===== src/rtl/sync_slave_rx.sv =====
module sync_slave_rx #(
  parameter int DW    = 8,
  parameter int DEPTH = 2
) (
  input  logic          clk,
  input  logic          rst_n,
  input  logic          port_en,
  input  logic          rx_en,
  input  logic          single_en,
  input  logic          nine_bit,
  input  logic          clk_pol,
  input  logic          int_en,
  input  logic          sck,
  input  logic          sdata,
  input  logic          rd_en,
  output logic [DW-1:0] rd_data,
  output logic          rd_bit9,
  output logic          rx_done,
  output logic          irq,
  output logic          overrun
);
  localparam int WW = DW + 1;
  localparam int CW = $clog2(WW);
  localparam int PW = (DEPTH > 1) ? $clog2(DEPTH) : 1;
  localparam int NW = $clog2(DEPTH + 1);

  logic [2:0]    sck_sy;
  logic [1:0]    sd_sy;
  logic [CW-1:0] cnt;
  logic [WW-1:0] shreg, nxt_word;
  logic [WW-1:0] mem [DEPTH];
  logic [PW-1:0] wptr, rptr;
  logic [NW-1:0] count;

  always_ff @(posedge clk or negedge rst_n)
    if (!rst_n) begin
      sck_sy <= '0;
      sd_sy  <= '0;
    end else begin
      sck_sy <= {sck_sy[1:0], sck};
      sd_sy  <= {sd_sy[0], sdata};
    end

  wire rise     = sck_sy[1] & ~sck_sy[2];
  wire fall     = ~sck_sy[1] & sck_sy[2];
  wire act      = clk_pol ? fall : rise;
  wire [CW-1:0] last = nine_bit ? CW'(DW) : CW'(DW - 1);
  wire shift_en  = port_en & rx_en & ~overrun & act;
  wire word_done = shift_en & (cnt == last);
  wire full      = (count == NW'(DEPTH));
  wire empty     = (count == '0);
  wire push      = word_done & ~full;
  wire pop       = port_en & rd_en & ~empty;

  always_comb begin
    nxt_word = shreg;
    nxt_word[cnt] = sd_sy[1];
  end

  always_ff @(posedge clk or negedge rst_n)
    if (!rst_n) begin
      cnt     <= '0;
      shreg   <= '0;
      overrun <= 1'b0;
    end else if (!port_en || !rx_en) begin
      cnt     <= '0;
      shreg   <= '0;
      overrun <= 1'b0;
    end else if (shift_en) begin
      if (word_done) begin
        cnt   <= '0;
        shreg <= '0;
        if (full) overrun <= 1'b1;
      end else begin
        cnt   <= cnt + 1'b1;
        shreg <= nxt_word;
      end
    end

  always_ff @(posedge clk)
    if (push) mem[wptr] <= nxt_word;

  always_ff @(posedge clk or negedge rst_n)
    if (!rst_n) begin
      wptr  <= '0;
      rptr  <= '0;
      count <= '0;
    end else if (!port_en) begin
      wptr  <= '0;
      rptr  <= '0;
      count <= '0;
    end else begin
      if (push) wptr <= (wptr == PW'(DEPTH - 1)) ? '0 : wptr + 1'b1;
      if (pop)  rptr <= (rptr == PW'(DEPTH - 1)) ? '0 : rptr + 1'b1;
      count <= count + NW'(push) - NW'(pop);
    end

  assign rd_data = empty ? '0 : mem[rptr][DW-1:0];
  assign rd_bit9 = empty ? 1'b0 : mem[rptr][DW];
  assign rx_done = ~empty;
  assign irq     = rx_done & int_en;

  wire unused_ok = single_en;

  a_r6_count_bound: assert property (@(posedge clk) disable iff (!rst_n)
    count <= NW'(DEPTH));
  a_r6_full_holds: assert property (@(posedge clk) disable iff (!rst_n)
    (port_en && full && !rd_en) |=> full);
  a_r8_ovr_only_when_full: assert property (@(posedge clk) disable iff (!rst_n)
    $rose(overrun) |-> $past(count) == NW'(DEPTH));
  a_r8_ovr_cleared: assert property (@(posedge clk) disable iff (!rst_n)
    (!rx_en || !port_en) |=> !overrun);
  a_r9_port_flush: assert property (@(posedge clk) disable iff (!rst_n)
    !port_en |=> (count == '0));
  a_r4_idle_cnt: assert property (@(posedge clk) disable iff (!rst_n)
    !rx_en |=> (cnt == '0));
endmodule


===== config.mk =====
export PLATFORM = sky130hd
export DESIGN_NAME = sync_slave_rx
export DESIGN_NICKNAME = d
export VERILOG_FILES = /design/src/rtl/sync_slave_rx.sv
export SDC_FILE = /design/constraint.sdc
export NUM_CORES = 1
export LEC_CHECK = 0
export ABC_AREA = 1
export BUFFER_PORTS_ARGS = -buffer_cell sky130_fd_sc_hd__buf_2
export CORE_MARGIN = 2
export CORE_UTILIZATION = 30
export DETAILED_ROUTE_END_ITERATION = 12
export PLACE_DENSITY = 0.58
export SLEW_MARGIN = 20
export SYNTH_ARGS = -nofsm -noshare
export SYNTH_HDL_FRONTEND = slang
export SYNTH_SLANG_ARGS = --single-unit

===== constraint.sdc =====
create_clock -name clk -period 4.3 [get_ports clk]
set_input_delay 0 -clock clk [delete_from_list [all_inputs] [get_ports clk]]
set_output_delay 0 -clock clk [all_outputs]
set_load 0.01 [all_outputs]

Word level (Yosys, flattened, before mapping):

Memory sizes are Yosys's and may differ from the RTL's.
Index checks and enable logic that the tools add are counted.
W data, S select, Z words.

* bits in registers: 23
* RAM bits: 18
* word-level logic and storage cells: 70
* memories kept: 1

Memory list
* mem: depth 2, bits a word 9, read ports 1, clocked after memory_dff 0, write ports 1, RTL line 31 `logic [WW-1:0] mem [DEPTH];`

* add/sub/neg operators: 5
* magnitude comparators: 2
* equality and inequality tests: 4
* muxes and demuxes: 26
* bitwise operators: 15
* reduce and logical (&&, ||, !) cells: 9

Operators by type and width (count)
* $mux W9: 3
* $mux W4: 4
* $mux W1: 15
* $and A1 B1 Y1: 10
* $bwmux W9: 1
* $mux W8: 1
* $reduce_bool A2 Y1: 3
* $lt A4 B5 Y1 const B: 1
* $not A1 Y1: 5
* $add A4 B1 Y4 const B: 1
* $demux W1 S4: 1
* $eq A4 B4 Y1: 1
* $ge A4 B1 Y1 const B: 1
* $ne A2 B1 Y1 const B: 2
* $reduce_and A3 Y1: 1
* $add A1 B1 Y1 const B: 2
* $add A2 B1 Y2: 1
* $eq A2 B2 Y1 const B: 1
* $logic_not A1 Y1: 2
* $logic_not A2 Y1: 1
* $mux W2: 1
* $sub A2 B1 Y2: 1
* $logic_and A1 B1 Y1: 1
* $logic_or A1 B1 Y1: 1

Depth between registers and ports, before layout:

Gate-level depths: netlist (run 1).

* word-level depth: 9
* mapped depth: 11
* mapped depth without buffers: 11

Worst setup path before layout (run 1):

No wires, ideal clock.

* path type: reg-to-reg
* from: register cnt[3]
* to: memory mem[1][0] (netlist bit) (enable)
* arrival time: 1.374 ns
* setup slack: 2.552 ns
* stages on the path, launching flop included: 7
* clock period less this slack: 1.748 ns
* path through: dfrtp_1 inv_1 nor2_1 nand3_1 nand2_1 nand3_4 nor2_1

* word-level cells in the longest chain between the ends: 5

RTL lines
* start: declaration: RTL line 29 `logic [CW-1:0] cnt;`
* start signal: assignment: RTL line 75 `cnt <= cnt + 1'b1;`
* $eq A4 B4 Y1: RTL line 49 `wire word_done = shift_en & (cnt == last);`
* $and A1 B1 Y1: RTL line 49
* $and A1 B1 Y1: RTL line 52 `wire push = word_done & ~full;`
* $mux W1: RTL line 81 `if (push) mem[wptr] <= nxt_word;`
* $mux W1 (not written as such): RTL line 81
* end: declaration: RTL line 31

No other way between the ends.

Final worst setup path (run 1):

* from: register count[1]
* to: register count[1]

* word-level cells in the longest chain between the ends: 6
* elaborated cells on any way between the ends: 9

RTL lines
* start: declaration: RTL line 33 `logic [NW-1:0] count;`
* start signal: assignment: RTL line 95 `count <= count + NW'(push) - NW'(pop);`
* $eq A2 B2 Y1: RTL line 50 `wire full = (count == NW'(DEPTH));`
* $not A1 Y1: RTL line 52
* $and A1 B1 Y1: RTL line 52
* $add A2 B1 Y2: RTL line 95
* $sub A2 B1 Y2 *: RTL line 95
* $mux W2 *: RTL line 88 `end else if (!port_en) begin`

Mark *: on every way between the ends. The rest lies on a longest branch, timed or not.
A chain may end at the register's enable or synchronous reset.

==> results of run 1 <==
[kinds of logic (layout without fill, tap and decap cells)]
logic type      Yosys count  in the layout  share of synthesized area [%]
buf+inv                  28             57                          5.923
simple gates             99             99                          22.31
compound gates           34             34                          10.46
flops                    41             41                          56.21
xor+xnor                  3              3                          1.323
fa+ha+maj                 6              6                          3.781
[cell usage after synthesis (all sizes together)]
library cell	n
nand2	73
dfrtp	23
buf	3
o21ai	23
ha	6
xnor2	1
inv	23
nor2	18
nand4	2
clkbuf	2
xor2	2
edfxtp	18
a21oi	11
nand3	6
[final cells by class]
type                       instances  area, um^2
fill                             653        4070
sequential                        41        1116
multi-input combinational        142       752.0
timing repair buffer              26       155.1
tap                               77       96.34
inverter                          23       86.33
clock buffer                       5       68.82
clock inverter                     3       41.29
[path summary, 6_finish.rpt]
| check | cells after the start | slack, ps | from | end |
|---|---|---|---|---|
| hold reg to reg | 0 | 350 | sd_sy[0]$_DFF_PN0_ | sd_sy[1]$_DFF_PN0_ |
| min in group asynchronous | 2 | 220 | rst_n | sd_sy[0]$_DFF_PN0_ |
| max in group asynchronous | 2 | 3700 | rst_n | shreg[8]$_DFFE_PN0P_ |
| setup reg to reg | 9 | 2140 | count[1]$_DFF_PN0_ | count[1]$_DFF_PN0_ |
| hold / removal | 4 | 80 | rd_en | rptr$_DFFE_PN0P_ |
| setup / recovery | 9 | 2140 | count[1]$_DFF_PN0_ | count[1]$_DFF_PN0_ |
[per-layer routing]
layer	vias up	wire length (um)	GRT usage, %
met1	651	1783	14.31
met4	0	15	2.597
li1	735	-	-
met2	25	1745	18.61
met5	-	0	0
met3	2	177	3.891
[registers in the layout (all words and copies together), names as in the netlist]
name,count
cnt,4
count,2
mem,18
overrun,1
rptr,1
sck_sy,3
sd_sy,2
shreg,9
wptr,1
[power groups by stage]
stage	logic, mW	registers [mW]	clock network, mW
6_report	0.0350	0.413	0.300
5_1_grt	0.0398	0.413	0.326
4_1_cts	0.0360	0.413	0.312
3_5_place_dp	0.0325	0.421	0
3_3_place_gp	0.0321	0.421	0
2_1_floorplan	0.0197	0.421	0
[through the flow]
stage	area (um^2)	worst slack, ps	utilization (%)
6_report	2316	2143	36.27
5_1_grt	2316	1927	36.27
4_1_cts	2316	2091	36.27
3_5_place_dp	2156	2092	33.76
3_3_place_gp	2156	2161	33.76
2_1_floorplan	1986	2552	-
[critical path: stages, from the launching register on]
cell	delay [ps]
dfrtp_1	410
nor2_1	640
inv_1	120
nand3_1	140
inv_1	60
ha_1	270
inv_1	40
ha_1	180
xor2_1	150
nor2_1	50
[what timing repair did]
item | in CTS | in global routing
hold buffers | 5 | 0
endpoints found under the setup margin | 0 | 0
endpoints found under the hold margin | 27 | 0
==> flow_summary.yaml, run 1 <==
sta:
  hold_violations: 0
  finalClockSkew_ps: 5.250
  holdWs_ps: 79.53
  setup_tns_ps: 0
  fin_crit_sh_pct: 50.16
  relSlewSlack_pct: 46.20
  rsz0062_at_grt: "false"
  fin_crit_ps: 2157
  tightest_slew_ps: 804.0
  finalSetupViolations: 0
  finalMaxSlewViolations: 0
  max_freq_mhz: 463.7
global_routing:
  grt_pass1_wl_um: 6479
  grt_remaining_overflow: 0
  grt_max_degree: 24
  antenna_found_initial: 0
  grt_pass1_vias: 1372
  grtUsageTotal_pct: 11.28
route:
  vias: 1413
  firstDrtPassIters: 4
  routed_wl_um: 3723
  vias_per_cell: 4.457
  drtIter0Drc: 91
  wl_per_cell_um: 11.74
  drc: 0
  postRouteAntennaNets: 0
placed_design:
  gp_congestion: 0.7814
  place_inst: 304
  portBuffers: 21
  hpwl_um: 2560
layout:
  fin_cells: 317
  final_common_cell: "nand2_1"
  layout-drive-gt1-share_pct: 20.00
  area_growth_pct: 16.64
  diodes: 0
  final_cell_mix: "nand2_1, dfrtp_1, inv_1, buf_2, edfxtp_1"
  finalNetCount: 256
setup_path:
  cp_max_fo: 11
  cp-start-kind: "flip-flop"
  crit_type: "flip-flop to flip-flop"
  cp_data_arrival_time_ps: 2340
  required_ps: 4480
  endpoint_kind: "flip-flop"
floorplanning:
  core_um2: 6386
  die_w_um: 85.36
  die_h_um: 85.36
  ioPinCount: 23
  rows: 29
  die_area_um2: 7285
  initial_core_util_pct: 31.09
yosys:
  syn-num-nets: 228
  yosysUniqueCellTypes: 24
  syn_area_per_cell_um2: 9.411
  synth_area_um2: 1986
  yosys.area.top_type_share_pct: 28.99
  synth_seq_area_share_pct: 56.21
  yosysTopAreaCell: "dfrtp_1"
  synth_cells: 211
  synth.area.top_cells: "dfrtp_1, edfxtp_1, nand2_1, o21ai_2, inv_1"
  yosysWarnings: 0
  synth-seq-cells: 41
power:
  clockPowerShare_pct: 40.1
  p_leak_nw: 1.058
  power.switching_mw: 0.1552
  swShare_pct: 20.75
  p_comb_share_pct: 4.7
  pwr_density_cell_nw_per_um2: 323.0
  intPower_mw: 0.5929
  peakVddDrop_uv: 129.1
  power_mw: 0.7481
  p_seq_share_pct: 55.2
cts:
  cts_tree: "built"
  cts_buffers: 5
  cts.path.max_buffers: 2
  clock-root-buffer: "clkbuf_8"
  post_cts_buffers: 0
  cts_max_level: 2
  clk_latency_ps: 290
  cts.clk_slew.worst_paths_ps: 70
  ctsResizeCount: 0
  clock-sinks: 41
run:
  maxCapViolations: 0
hold_path:
  hp-class: "primary input to flip-flop"
status:
  status: "finished clean"
Power figures use the tool's default switching activity.
==> run 2: changes to the inputs <==
--- a/config.mk
+++ b/config.mk
@@ -10,7 +10,7 @@
 export CORE_MARGIN = 2
 export CORE_UTILIZATION = 30
 export DETAILED_ROUTE_END_ITERATION = 12
-export PLACE_DENSITY = 0.58
+export PLACE_DENSITY = 0.59
 export SLEW_MARGIN = 20
 export SYNTH_ARGS = -nofsm -noshare
 export SYNTH_HDL_FRONTEND = slang
==> constraint.sdc (replaced) <==
create_clock -name clk -period 1.78 [get_ports clk]
set_input_delay 0 -clock clk [delete_from_list [all_inputs] [get_ports clk]]
set_output_delay 0 -clock clk [all_outputs]
set_load 0.01 [all_outputs]
==> run 2 against run 1 <==
Sequential power up 140%. Largest power group unchanged. Worst hold slack worse by 8.9 ps. Sequential share of layout area down 1.7 points. Critical path depth unchanged. Register-to-register slack worse by 2000 ps. Clock power rose to 2.5 times the previous value. Clock-buffer cell count unchanged. Die area unchanged. Critical path type unchanged. Cell count up 2.8%. Highest routed layer unchanged. Cell area up 4.0%.
==> flow_summary.yaml, run 2 (synthesized netlist as in run 1, its figures left out) <==
status:
  status: "finished clean"
placed_design:
  gp_congestion: 0.7839
  hpwl_um: 2703
  portBuffers: 21
layout:
  largest_reg_flops: 18
  top_regs: "mem x18, shreg x9, cnt x4"
  area_growth_pct: 21.30
  regMostFlops: "mem"
  final_common_cell: "nand2_1"
  diodes: 0
  final_cell_mix: "nand2_1, dfrtp_1, buf_2, inv_1, edfxtp_1"
  finalNetCount: 265
  utilization_pct: 37.72
  layout-drive-gt1-share_pct: 26.51
sta:
  fin_crit_ps: 1654
  hold_violations: 0
  finalSetupViolations: 0
  max_freq_mhz: 604.4
  tightest_slew_ps: 577.7
  setup_tns_ps: 0
  relSlewSlack_pct: 61.08
  finalClockSkew_ps: 5.253
  fin_crit_sh_pct: 92.94
  finalMaxSlewViolations: 0
global_routing:
  antenna_found_initial: 0
  grt_max_degree: 24
  grt_pass1_vias: 1356
  grt_pass1_wl_um: 6520
  grt_remaining_overflow: 0
  grtUsageTotal_pct: 11.40
cts:
  cts.path.max_buffers: 2
  cts_tree: "built"
  clock-root-buffer: "clkbuf_8"
  cts_buffers: 5
  clk_latency_ps: 290
  cts.clk_slew.worst_paths_ps: 80
  cts_max_level: 2
  clock-sinks: 41
route:
  firstDrtPassIters: 4
  drtIter0Drc: 107
  vias_per_cell: 4.420
  drc: 0
  routed_wl_um: 3872
  vias: 1441
  postRouteAntennaNets: 0
  wl_per_cell_um: 11.88
setup_path:
  cp_slowest_cell: "dfrtp_2"
  path_cells: "nor2_2 > nand3_1 > nand2_2 > nand3_4 > ha_1 > inv_1 > ha_1 > xor2_1 > nor2_1"
  cp_common_cell: "ha_1"
  crit_family: "simple AND/OR/NAND/NOR gates"
  crit_type: "flip-flop to flip-flop"
  endpoint_kind: "flip-flop"
  critPathBufInv: 1
  cp-start-kind: "flip-flop"
  slowest_delay_ps: 450
  cp_max_fo: 5
  required_ps: 1960
  cp_data_arrival_time_ps: 1840
floorplanning:
  core_um2: 6386
  initial_core_util_pct: 31.09
  die_area_um2: 7285
  die_w_um: 85.36
  die_h_um: 85.36
  ioPinCount: 23
  rows: 29
power:
  p_comb_share_pct: 5.0
  p_leak_nw: 1.104
  power.switching_mw: 0.3948
  swShare_pct: 21.47
  p_seq_share_pct: 54.3
  pwr_density_cell_nw_per_um2: 763.3
  clockPowerShare_pct: 40.8
  peakVddDrop_uv: 364.7
  intPower_mw: 1.444
hold_path:
  hp-class: "primary input to flip-flop"
run:
  maxCapViolations: 0
==> run 2: cell types whose count changed in the layout (fill, tap and decap cells not counted), moves of 2 or more <==
cell | previous run | this run
inv_2 | 2 | 4
buf_4 | 0 | 9
dfrtp_1 | 23 | 20
dfrtp_2 | 0 | 3
inv_1 | 21 | 19
==> run 2: what timing repair did <==
item                                   in CTS  in global routing
endpoints found under the hold margin      27                  0
setup buffers                               0                  2
hold buffers                                5                  0
resized for setup                           0                 10
setup endpoints to repair                   0                  2
==> run 2: per-stage QoR <==
stage	instance area, um^2	std cells	hold WS [ps]	worst slack [ps]	power [mW]
finish	2409	326	70.60	125.6	1.838
global route	2409	326	112.0	-6.619	1.922
CTS	2374	324	62.83	40.50	1.864
detailed placement	2208	311	26.93	59.93	1.099
global placement	2208	311	23.94	90.51	1.099
floorplan	1986	211	-295.6	31.85	1.064
==> run 2: cell type report <==
type / instances / area, um^2
fill: 632 / 3978
sequential: 41 / 1120
multi-input combinational: 142 / 762.0
timing repair buffer: 35 / 229.0
tap: 77 / 96.34
inverter: 23 / 86.33
clock buffer: 5 / 68.82
clock inverter: 3 / 46.29
==> run 2: power groups by stage <==
stage	combinational (mW)	sequential [mW]	clock (mW)
floorplan	0.0477	1.02	0
global placement	0.0813	1.02	0
detailed placement	0.0816	1.02	0
CTS	0.0902	0.998	0.776
global route	0.103	0.999	0.821
finish	0.0914	0.997	0.750
==> run 2: layer usage <==
layer | share of wire [%] | vias up | GRT usage (%)
met5 | 0 | - | 0
met4 | 0.59 | 0 | 2.597
met3 | 2.8 | 2 | 3.210
met2 | 47 | 21 | 18.54
met1 | 50 | 669 | 15.17
li1 | - | 749 | -
==> run 2: path summary, 6_finish.rpt <==
| path | start | end | slack (ps) | cells after the start |
|---|---|---|---|---|
| max | cnt[2]$_DFFE_PN0P_ | count[1]$_DFF_PN0_ | 130 | 9 |
| min | rd_en | rptr$_DFFE_PN0P_ | 70 | 4 |
| max reg2reg | cnt[2]$_DFFE_PN0P_ | count[1]$_DFF_PN0_ | 130 | 9 |
| min reg2reg | sd_sy[0]$_DFF_PN0_ | sd_sy[1]$_DFF_PN0_ | 350 | 0 |
| max in group asynchronous | rst_n | cnt[2]$_DFFE_PN0P_ | 1150 | 2 |
| min in group asynchronous | rst_n | sd_sy[0]$_DFF_PN0_ | 220 | 2 |
==> run 2: worst register-to-register path, stage by stage, from the launching register on <==
cell and delay [ps]:
dfrtp_2 450, nor2_2 130, nand3_1 90, nand2_2 100
nand3_4 90, ha_1 290, inv_1 40, ha_1 170
xor2_1 150, nor2_1 50
